## src/rtl/mdma_pkg.sv

```systemverilog
package mdma_pkg;

    typedef enum logic [1:0] {
        S_IDLE  = 2'd0,
        S_WAIT  = 2'd1,
        S_REQ   = 2'd2,
        S_BURST = 2'd3
    } mdma_st_e;

    typedef struct packed {
        mdma_st_e st;
        logic     out_stb;
        logic     in_stb;
        logic     done;
    } mdma_ctl_t;

endpackage

```

## src/rtl/mdma_sync.sv

```systemverilog
module mdma_sync #(
    parameter int W      = 3,
    parameter int STAGES = 2
) (
    input  logic         clk,
    input  logic         rst_n,
    input  logic [W-1:0] async_i,
    output logic [W-1:0] sync_o
);
    logic [W-1:0] stg_q [STAGES];
    logic [W-1:0] stg_d [STAGES];

    always_comb begin
        stg_d[0] = async_i;
        for (int i = 1; i < STAGES; i++) begin
            stg_d[i] = stg_q[i-1];
        end
    end

    generate
        for (genvar g = 0; g < STAGES; g++) begin : g_stage
            always_ff @(posedge clk or negedge rst_n) begin
                if (!rst_n) stg_q[g] <= '1;
                else        stg_q[g] <= stg_d[g];
            end
        end
    endgenerate

    assign sync_o = stg_q[STAGES-1];
endmodule

```

## src/rtl/mdma_edge.sv

```systemverilog
module mdma_edge #(
    parameter int W = 2
) (
    input  logic         clk,
    input  logic         rst_n,
    input  logic [W-1:0] lvl_i,
    output logic [W-1:0] rise_o
);
    logic [W-1:0] prev_d, prev_q;

    always_comb prev_d = lvl_i;

    always_ff @(posedge clk or negedge rst_n) begin
        if (!rst_n) prev_q <= '1;
        else        prev_q <= prev_d;
    end

    assign rise_o = lvl_i & ~prev_q;
endmodule

```

## src/rtl/mdma_word_cnt.sv

```systemverilog
module mdma_word_cnt #(
    parameter int CNT_W = 16
) (
    input  logic             clk,
    input  logic             rst_n,
    input  logic             load_i,
    input  logic [CNT_W-1:0] load_val_i,
    input  logic             dec_i,
    output logic             zero_o
);
    logic [CNT_W-1:0] cnt_d, cnt_q;

    always_comb begin
        cnt_d = cnt_q;
        if (load_i)                     cnt_d = load_val_i;
        else if (dec_i && cnt_q != '0)  cnt_d = cnt_q - 1'b1;
    end

    always_ff @(posedge clk or negedge rst_n) begin
        if (!rst_n) cnt_q <= '0;
        else        cnt_q <= cnt_d;
    end

    assign zero_o = (cnt_q == '0);

    // every accepted decrement lowers the count by exactly one
    a_r7_dec_by_one: assert property (@(posedge clk) disable iff (!rst_n)
        (dec_i && !load_i && cnt_q != '0) |=> (cnt_q == $past(cnt_q) - 1'b1));

    // an empty counter stays empty until reloaded
    a_r7_no_wrap: assert property (@(posedge clk) disable iff (!rst_n)
        (zero_o && !load_i) |=> zero_o);
endmodule

```

## src/rtl/mdma_req_ctrl.sv

```systemverilog
module mdma_req_ctrl
    import mdma_pkg::*;
#(
    parameter int CNT_W       = 16,
    parameter int SYNC_STAGES = 2
) (
    input  logic             clk,
    input  logic             rst_n,
    input  logic             dma_en_i,
    input  logic             start_i,
    input  logic [CNT_W-1:0] xfer_len_i,
    input  logic             dir_to_host_i,
    input  logic             dev_sel_i,
    input  logic             dp_ready_i,
    input  logic             dmack_n_i,
    input  logic             iord_n_i,
    input  logic             iowr_n_i,
    output logic             dmarq_o,
    output logic             dmarq_oe_o,
    output logic             word_out_stb_o,
    output logic             word_in_stb_o,
    output logic             done_o
);
    localparam int HOST_W = 3;

    logic [HOST_W-1:0] host_s;
    logic [1:0]        strb_rise;
    logic              ack_s;
    logic              rd_edge, wr_edge;
    logic              cnt_load, cnt_dec, cnt_zero;

    mdma_ctl_t ctl_d, ctl_q;

    mdma_sync #(.W(HOST_W), .STAGES(SYNC_STAGES)) u_sync (
        .clk     (clk),
        .rst_n   (rst_n),
        .async_i ({iowr_n_i, iord_n_i, dmack_n_i}),
        .sync_o  (host_s)
    );

    mdma_edge #(.W(2)) u_edge (
        .clk    (clk),
        .rst_n  (rst_n),
        .lvl_i  (host_s[2:1]),
        .rise_o (strb_rise)
    );

    assign ack_s   = ~host_s[0];
    assign rd_edge = strb_rise[0];
    assign wr_edge = strb_rise[1];

    mdma_word_cnt #(.CNT_W(CNT_W)) u_cnt (
        .clk        (clk),
        .rst_n      (rst_n),
        .load_i     (cnt_load),
        .load_val_i (xfer_len_i),
        .dec_i      (cnt_dec),
        .zero_o     (cnt_zero)
    );

    always_comb begin
        ctl_d         = ctl_q;
        ctl_d.out_stb = 1'b0;
        ctl_d.in_stb  = 1'b0;
        ctl_d.done    = 1'b0;
        cnt_load      = 1'b0;
        cnt_dec       = 1'b0;
        if (!dma_en_i) begin
            ctl_d.st = S_IDLE;
        end else begin
            unique case (ctl_q.st)
                S_IDLE: begin
                    if (start_i && xfer_len_i != '0) begin
                        cnt_load = 1'b1;
                        ctl_d.st = S_WAIT;
                    end
                end
                S_WAIT: begin
                    if (dp_ready_i && dev_sel_i) ctl_d.st = S_REQ;
                end
                S_REQ: begin
                    if (ack_s) ctl_d.st = S_BURST;
                end
                S_BURST: begin
                    if (ack_s) begin
                        if (!cnt_zero) begin
                            if (dir_to_host_i && rd_edge) begin
                                cnt_dec       = 1'b1;
                                ctl_d.out_stb = 1'b1;
                            end else if (!dir_to_host_i && wr_edge) begin
                                cnt_dec      = 1'b1;
                                ctl_d.in_stb = 1'b1;
                            end
                        end
                    end else if (cnt_zero) begin
                        ctl_d.done = 1'b1;
                        ctl_d.st   = S_IDLE;
                    end else begin
                        ctl_d.st = S_WAIT;
                    end
                end
                default: ctl_d.st = S_IDLE;
            endcase
        end
    end

    always_ff @(posedge clk or negedge rst_n) begin
        if (!rst_n) ctl_q <= '{st: S_IDLE, out_stb: 1'b0, in_stb: 1'b0, done: 1'b0};
        else        ctl_q <= ctl_d;
    end

    assign dmarq_oe_o     = dev_sel_i;
    assign dmarq_o        = dev_sel_i && (ctl_q.st == S_REQ);
    assign word_out_stb_o = ctl_q.out_stb;
    assign word_in_stb_o  = ctl_q.in_stb;
    assign done_o         = ctl_q.done;

    // entry into the request state follows a ready data path
    a_r1_req_after_ready: assert property (@(posedge clk) disable iff (!rst_n)
        (ctl_q.st == S_REQ && $past(ctl_q.st) != S_REQ) |-> $past(dp_ready_i));

    // no acknowledge seen means the request is held
    a_r2_hold_until_ack: assert property (@(posedge clk) disable iff (!rst_n)
        (ctl_q.st == S_REQ && !ack_s && dma_en_i) |=> (ctl_q.st == S_REQ));

    // an unselected device neither enables nor asserts the request
    a_r4_float_unselected: assert property (@(posedge clk) disable iff (!rst_n)
        !dev_sel_i |-> (!dmarq_oe_o && !dmarq_o));

    // leaving idle is the only way to obtain a word pulse
    a_r6_idle_no_word: assert property (@(posedge clk) disable iff (!rst_n)
        (ctl_q.st == S_IDLE) |=> (!word_out_stb_o && !word_in_stb_o));

    // completion only follows a burst that drained the count
    a_r8_done_after_burst: assert property (@(posedge clk) disable iff (!rst_n)
        done_o |-> ($past(ctl_q.st) == S_BURST && cnt_zero));
endmodule

```

## config.mk

```make
export PLATFORM = sky130hd
export DESIGN_NAME = mdma_req_ctrl
export DESIGN_NICKNAME = d
export VERILOG_FILES = /design/src/rtl/mdma_pkg.sv /design/src/rtl/mdma_sync.sv /design/src/rtl/mdma_edge.sv /design/src/rtl/mdma_word_cnt.sv /design/src/rtl/mdma_req_ctrl.sv
export SDC_FILE = /design/constraint.sdc
export NUM_CORES = 1
export LEC_CHECK = 0
export BUFFER_PORTS_ARGS = -buffer_cell sky130_fd_sc_hd__clkbuf_2
export CAP_MARGIN = 40
export CELL_PAD_IN_SITES_DETAIL_PLACEMENT = 1
export CELL_PAD_IN_SITES_GLOBAL_PLACEMENT = 1
export CORE_MARGIN = 1
export CORE_UTILIZATION = 42
export DETAILED_ROUTE_END_ITERATION = 8
export PLACE_DENSITY_LB_ADDON = 0.15
export RECOVER_POWER = 100
export REMOVE_ABC_BUFFERS = 1
export SETUP_SLACK_MARGIN = 0.2
export SLEW_MARGIN = 20
export SYNTH_ARGS = -nofsm -noshare
export SYNTH_HDL_FRONTEND = slang
export SYNTH_SLANG_ARGS = --single-unit
```

## constraint.sdc

```tcl
create_clock -name clk -period 2.94 [get_ports clk]
set_input_delay 0.588 -clock clk [delete_from_list [all_inputs] [get_ports clk]]
set_output_delay 0.588 -clock clk [all_outputs]
set_load 0.005 [all_outputs]
```

# Yosys cells after proc, flatten, opt, wreduce, memory -nomap -nowiden
# Index checks and enable logic that the tools add are counted.
[op_classes] add_sub_neg=1 n_eq_ne=7 muxes=26 n_bitwise=2 reduce_logical=13
[op_table] cell="16-bit two-way mux" n=2
[op_table] cell="16-bit nonzero test" n=2
[op_table] cell="16-bit zero test" n=1
[op_table] cell="16-bit by 1-bit subtractor with 16-bit output, second input constant" n=1
[op_table] cell="1-bit two-way mux" n=14
[op_table] cell="2-bit two-way mux" n=7
[op_table] cell="3-bit != test, second input constant" n=3
[op_table] cell="2-bit case mux with 4 select lines" n=1
[op_table] cell="1-bit logical AND" n=6
[op_table] cell="3-bit two-way mux" n=2
[op_table] cell="2-bit equality test, second input constant" n=2
[op_table] cell="4-bit AND reduction" n=1
[op_table] cell="3-bit by 2-bit != test with 1-bit output, second input constant" n=1
[op_table] cell="2-bit bitwise AND" n=1
[op_table] cell="2-bit by 1-bit equality test with 1-bit output, second input constant" n=1
[op_table] cell="2-bit zero test" n=1
[op_table] cell="2-bit NOT" n=1
[op_table] cell="2-bit nonzero test" n=1
[op_table] cell="1-bit zero test" n=1
[word_totals] ff_bits=29 inputBits=26 output_inout_bits=5

# Depth between registers and ports, before layout
[logic_depth] ltp_word=12 mapped_depth=8 ltp_nobuf=7

# Cells and area by module
# A second synthesis with hierarchy kept.
[hier_totals] cells_unflattened=175 area_unflattened_um2=1695.4
[by_module_without_submodules] mod="mdma_word_cnt" instances=1 cells_per_inst=124 area_per_inst_um2=1063.5 seq_area_each_um2=400.4
[by_module_without_submodules] mod="mdma_req_ctrl" instances=1 cells_per_inst=41 area_per_inst_um2=394.1 seq_area_each_um2=125.1
[by_module_without_submodules] mod="mdma_sync" instances=1 cells_per_inst=6 area_per_inst_um2=157.7 seq_area_each_um2=157.7
[by_module_without_submodules] mod="mdma_edge" instances=1 cells_per_inst=4 area_per_inst_um2=80.1 seq_area_each_um2=52.6

# Least setup slack after synthesis
# OpenSTA, ideal clock, no wires.
[synth_path] path_kind="input to register" start="in dir_to_host_i" end="reg u_cnt.cnt_q[15]" setup_time_ns=0.125 arrival_ns=2.028 slack_ns=0.788 cell_stages=5 path_buffers=0 path_cell_list="or3b_2 -> a2111oi_4 -> nand3_1 -> xnor2_1 -> mux2_2"
[synth_between] elab_chain_cells=10
[synth_lines] item="start: declaration" line="mdma_req_ctrl.sv:12" source="input logic dir_to_host_i,"
[synth_lines] item="1-bit zero test" line="mdma_req_ctrl.sv:90" source="end else if (!dir_to_host_i && wr_edge) begin"
[synth_lines] item="1-bit logical AND" line="mdma_req_ctrl.sv:90"
[synth_lines] item="1-bit two-way mux" line="mdma_req_ctrl.sv:90"
[synth_lines] item="1-bit two-way mux *" line="mdma_req_ctrl.sv:87" source="if (dir_to_host_i && rd_edge) begin"
[synth_lines] item="1-bit two-way mux *" line="mdma_req_ctrl.sv:86" source="if (!cnt_zero) begin"
[synth_lines] item="1-bit two-way mux *" line="mdma_req_ctrl.sv:85" source="if (ack_s) begin"
[synth_lines] item="1-bit two-way mux *" line="mdma_req_ctrl.sv:71" source="unique case (ctl_q.st)"
[synth_lines] item="1-bit two-way mux *" line="mdma_req_ctrl.sv:68" source="if (!dma_en_i) begin"
[synth_lines] item="1-bit logical AND *" line="mdma_word_cnt.sv:16" source="else if (dec_i && cnt_q != '0) cnt_d = cnt_q - 1'b1;"
[synth_lines] item="2-bit nonzero test (no line) *"
[synth_lines] item="end signal: assignment" line="mdma_word_cnt.sv:21" source="else cnt_q <= cnt_d;"
[synth_lines] item="end: declaration" line="mdma_word_cnt.sv:11" source="logic [CNT_W-1:0] cnt_d, cnt_q;"
# Every way passes the cells marked *; elsewhere a longest branch is shown, timed or not.
# A chain may end at the register's enable or synchronous reset.

# Worst setup path after layout
[layout_path] start="reg u_cnt.cnt_q[2]" end="reg u_cnt.cnt_q[15]"
[layout_between] elab_chain_cells=7
[layout_lines] item="branches (longest 7 deep; another with 16-bit by 1-bit subtractor with 16-bit output)"
# Parallel ways; which one is timed is not known. The select of a mux whose other input is x is not followed.

==> flow_metrics.tcl <==
set metrics [dict create \
    clk_root_buffer_cell "sky130_fd_sc_hd__clkbuf_8" \
    cts_inserted_buffers 5 \
    max_freq_mhz 403 \
    startpoint_type "flip-flop" \
    fill_cells 456 \
    antenna-diode-count 0 \
    detailedRoute.firstIterationViolations 43 \
    area.growth.synth_to_final_pct 18.3 \
    num_io_pins 31 \
    wire_per_inst_um 17.0 \
    worst_ir_drop_vdd_uv 396 \
    synth.area.top_cells "sky130_fd_sc_hd__dfrtp_1 (33%), sky130_fd_sc_hd__dfstp_2 (13%), sky130_fd_sc_hd__xor2_1 (6.6%)" \
    setup-violations-final 0 \
    dpl_cell_area_sq_mm 0.00180 \
    worst_ep_required_time_ns 3.12 \
    layout_worst_path_cycle_share_pct 84.3 \
    post_cts_resize_count 0 \
    initial_core_util_pct 43.6 \
    timing.final.hold_violations 0 \
    post-route-worst-setup-slack_ns 0.461 \
    final_max_slew_viol_count 30 \
    final-seq-area_sq_um 736 \
    synthesis.area_per_instance_sq_um 10.0 \
    cts.repair_timing.setup_buffer_count 0 \
    placement_rows 22 \
    pd_cells_mw_per_mm2 815 \
    post_drt_via_cell_ratio 5.61 \
    clkSlewWorstSetupHoldPaths_ns 0.06 \
    die_area_sq_mm 0.00405 \
    min-delay-path-class "reg2reg" \
    hold_buffers 0 \
    syn-instance-count 159 \
    port_buffers 30 \
    cellLeakagePower_nw 0.775 \
    layout-drive-gt1-share_pct 26.2 \
    worstPathArrival_ns 2.66 \
    ctsLongestPathBuffers 2 \
    clk_latency_ns 0.29 \
    synth_top_area_share_pct 32.9 \
    timing.setup.critical_path_class "reg2reg" \
    remaining_drc_errors 0 \
    placedCellCount 234 \
    max_slew_margin_pct -7.76 \
    dp_hpwl_mm 3.02 \
    die_height_um 63.6 \
    synth-warning-count 0 \
    drv_cap 1 \
    finalSetupTns_ns 0 \
    synthDistinctLibCells 34 \
    clock_sink_count 29 \
    synth.yosys.seq_area_share_pct 46.1 \
    grt_pass1_vias 1487 \
    grt_pass1_wl_mm 7.00 \
    globalRouteTotalUtil_pct 23.1 \
    tightestPinTransition_ns 1.62 \
    yosys.area.top_type "sky130_fd_sc_hd__dfrtp_1" \
    multiInputGateArea_sq_um 798 \
    grt_start_max_net_pins 31 \
    synthFlopType "sky130_fd_sc_hd__dfrtp_1" \
    dr.pass1.iters 4 \
    detail-route-antenna-nets 0 \
    final_period_minus_worst_setup_slack_ns 2.48 \
    setup_ws_pre_cts_ns 0.514 \
    ys_ff_latch 29 \
    finalPower_mw 1.54 \
    global_route.overflow_total 0 \
    tritoncts_clock_tree "built" \
    grt_setup_unrepaired "false" \
    utilization_after_layout_pct 51.5 \
    outcome "complete, but fails checks" \
    worst_clock_skew_ns 0.00551 \
    chipWidth_um 63.6 \
    maximum_fanout_encountered_on_the_critical_timing_path 6 \
    finish.net_count 227 \
    antenna_violations_before_repair 0 \
    wirelength_mm 4.13 \
    timing.hold.ws_ns 0.355 \
    number_of_enable_flip_flop_cells_after_synthesis 0 \
    synth.top_cells.by_count "sky130_fd_sc_hd__dfrtp_1 (21), sky130_fd_sc_hd__nand2_1 (21), sky130_fd_sc_hd__o21ai_0 (13)" \
    num_vias 1363 \
    synth_area_sq_mm 0.00160 \
    global_placement_routability_congestion 0.852 \
    core_area_sq_mm 0.00366 \
    design_area_sq_mm 0.00189 \
    stdcell_count 243 \
    postSynth.asyncResetShare_pct 100 \
    cp-end-kind "flip-flop" \
    cts_max_level 2 \
    failed_checks "capacitance limit, slew limit" \
]
[routing by layer]
layer	share of wire [%]	vias to the layer above	global-route usage, %
met5	0	-	0
met4	1.4	0	7.67
met3	4.3	6	6.88
met2	49	31	38.3
met1	45	686	28.4
li1	-	640	-
[report_power, final]
group	internal, mW	switching (mW)
Combinational	0.211	0.256
Clock	0.211	0.163
Sequential	0.527	0.170
[cell usage in the layout, fill, tap and decap left out, types with 7 or more instances in the layout]
cell type,instances
sky130_fd_sc_hd__clkbuf_2,27
sky130_fd_sc_hd__nand2_1,21
sky130_fd_sc_hd__dfrtp_1,21
sky130_fd_sc_hd__o21ai_0,15
sky130_fd_sc_hd__xor2_1,12
sky130_fd_sc_hd__nor2_1,8
sky130_fd_sc_hd__nor4_1,8
sky130_fd_sc_hd__nand3_1,8
sky130_fd_sc_hd__dfstp_2,8
sky130_fd_sc_hd__inv_1,7
sky130_fd_sc_hd__ha_1,7
sky130_fd_sc_hd__clkbuf_8,7
[worst max-delay path, stage by stage (launching register included)]
cell and delay, ns:
sky130_fd_sc_hd__dfrtp_1 0.47, sky130_fd_sc_hd__or4_4 0.58, sky130_fd_sc_hd__a2111oi_2 0.73, sky130_fd_sc_hd__nand3_1 0.18
sky130_fd_sc_hd__xnor2_1 0.16, sky130_fd_sc_hd__mux2_2 0.25
[flip-flops by register name (all words and copies together), names as in the netlist]
signal and count:
word_in_stb_o 1, done_o 1, word_out_stb_o 1, u_sync.sync_o 3, ctl_q 2, u_cnt.cnt_q 16, u_edge.prev_q 2, u_sync.stg_d 3
[path summary, 6_finish.rpt]
path	start	end	slack (ns)	cells after the start
max in group asynchronous	rst_n	ctl_q[4]	1.31	1
worst min-delay path	u_sync.stg_d[2]	u_sync.sync_o[2]	0.36	0
worst max-delay path	u_cnt.cnt_q[2]	u_cnt.cnt_q[15]	0.46	5
worst max register to register	u_cnt.cnt_q[2]	u_cnt.cnt_q[15]	0.46	5
min in group asynchronous	rst_n	u_cnt.cnt_q[7]	0.70	1
worst min register to register	u_sync.stg_d[2]	u_sync.sync_o[2]	0.36	0
[cells by family (layout without fill, tap and decap cells)]
logic type | after synthesis | in the layout | synth area share (%)
compound gates | 24 | 24 | 11.6
xor+xnor | 14 | 14 | 7.69
fa+ha+maj | 7 | 7 | 5.49
buf+inv | 12 | 48 | 3.06
flops | 29 | 29 | 46.1
mux | 3 | 3 | 2.04
simple gates | 70 | 70 | 24.0
[area by class of cell]
cell class / instances / area share [%]
repair buffers: 33 / 8.75
inverters: 7 / 1.39
clock buffers: 7 / 5.11
flip-flops and latches: 29 / 39.0
multi-input cells: 118 / 42.3
clock inverters: 1 / 0.265
well taps: 48 / 3.18
(Power assumes the default switching activity.)
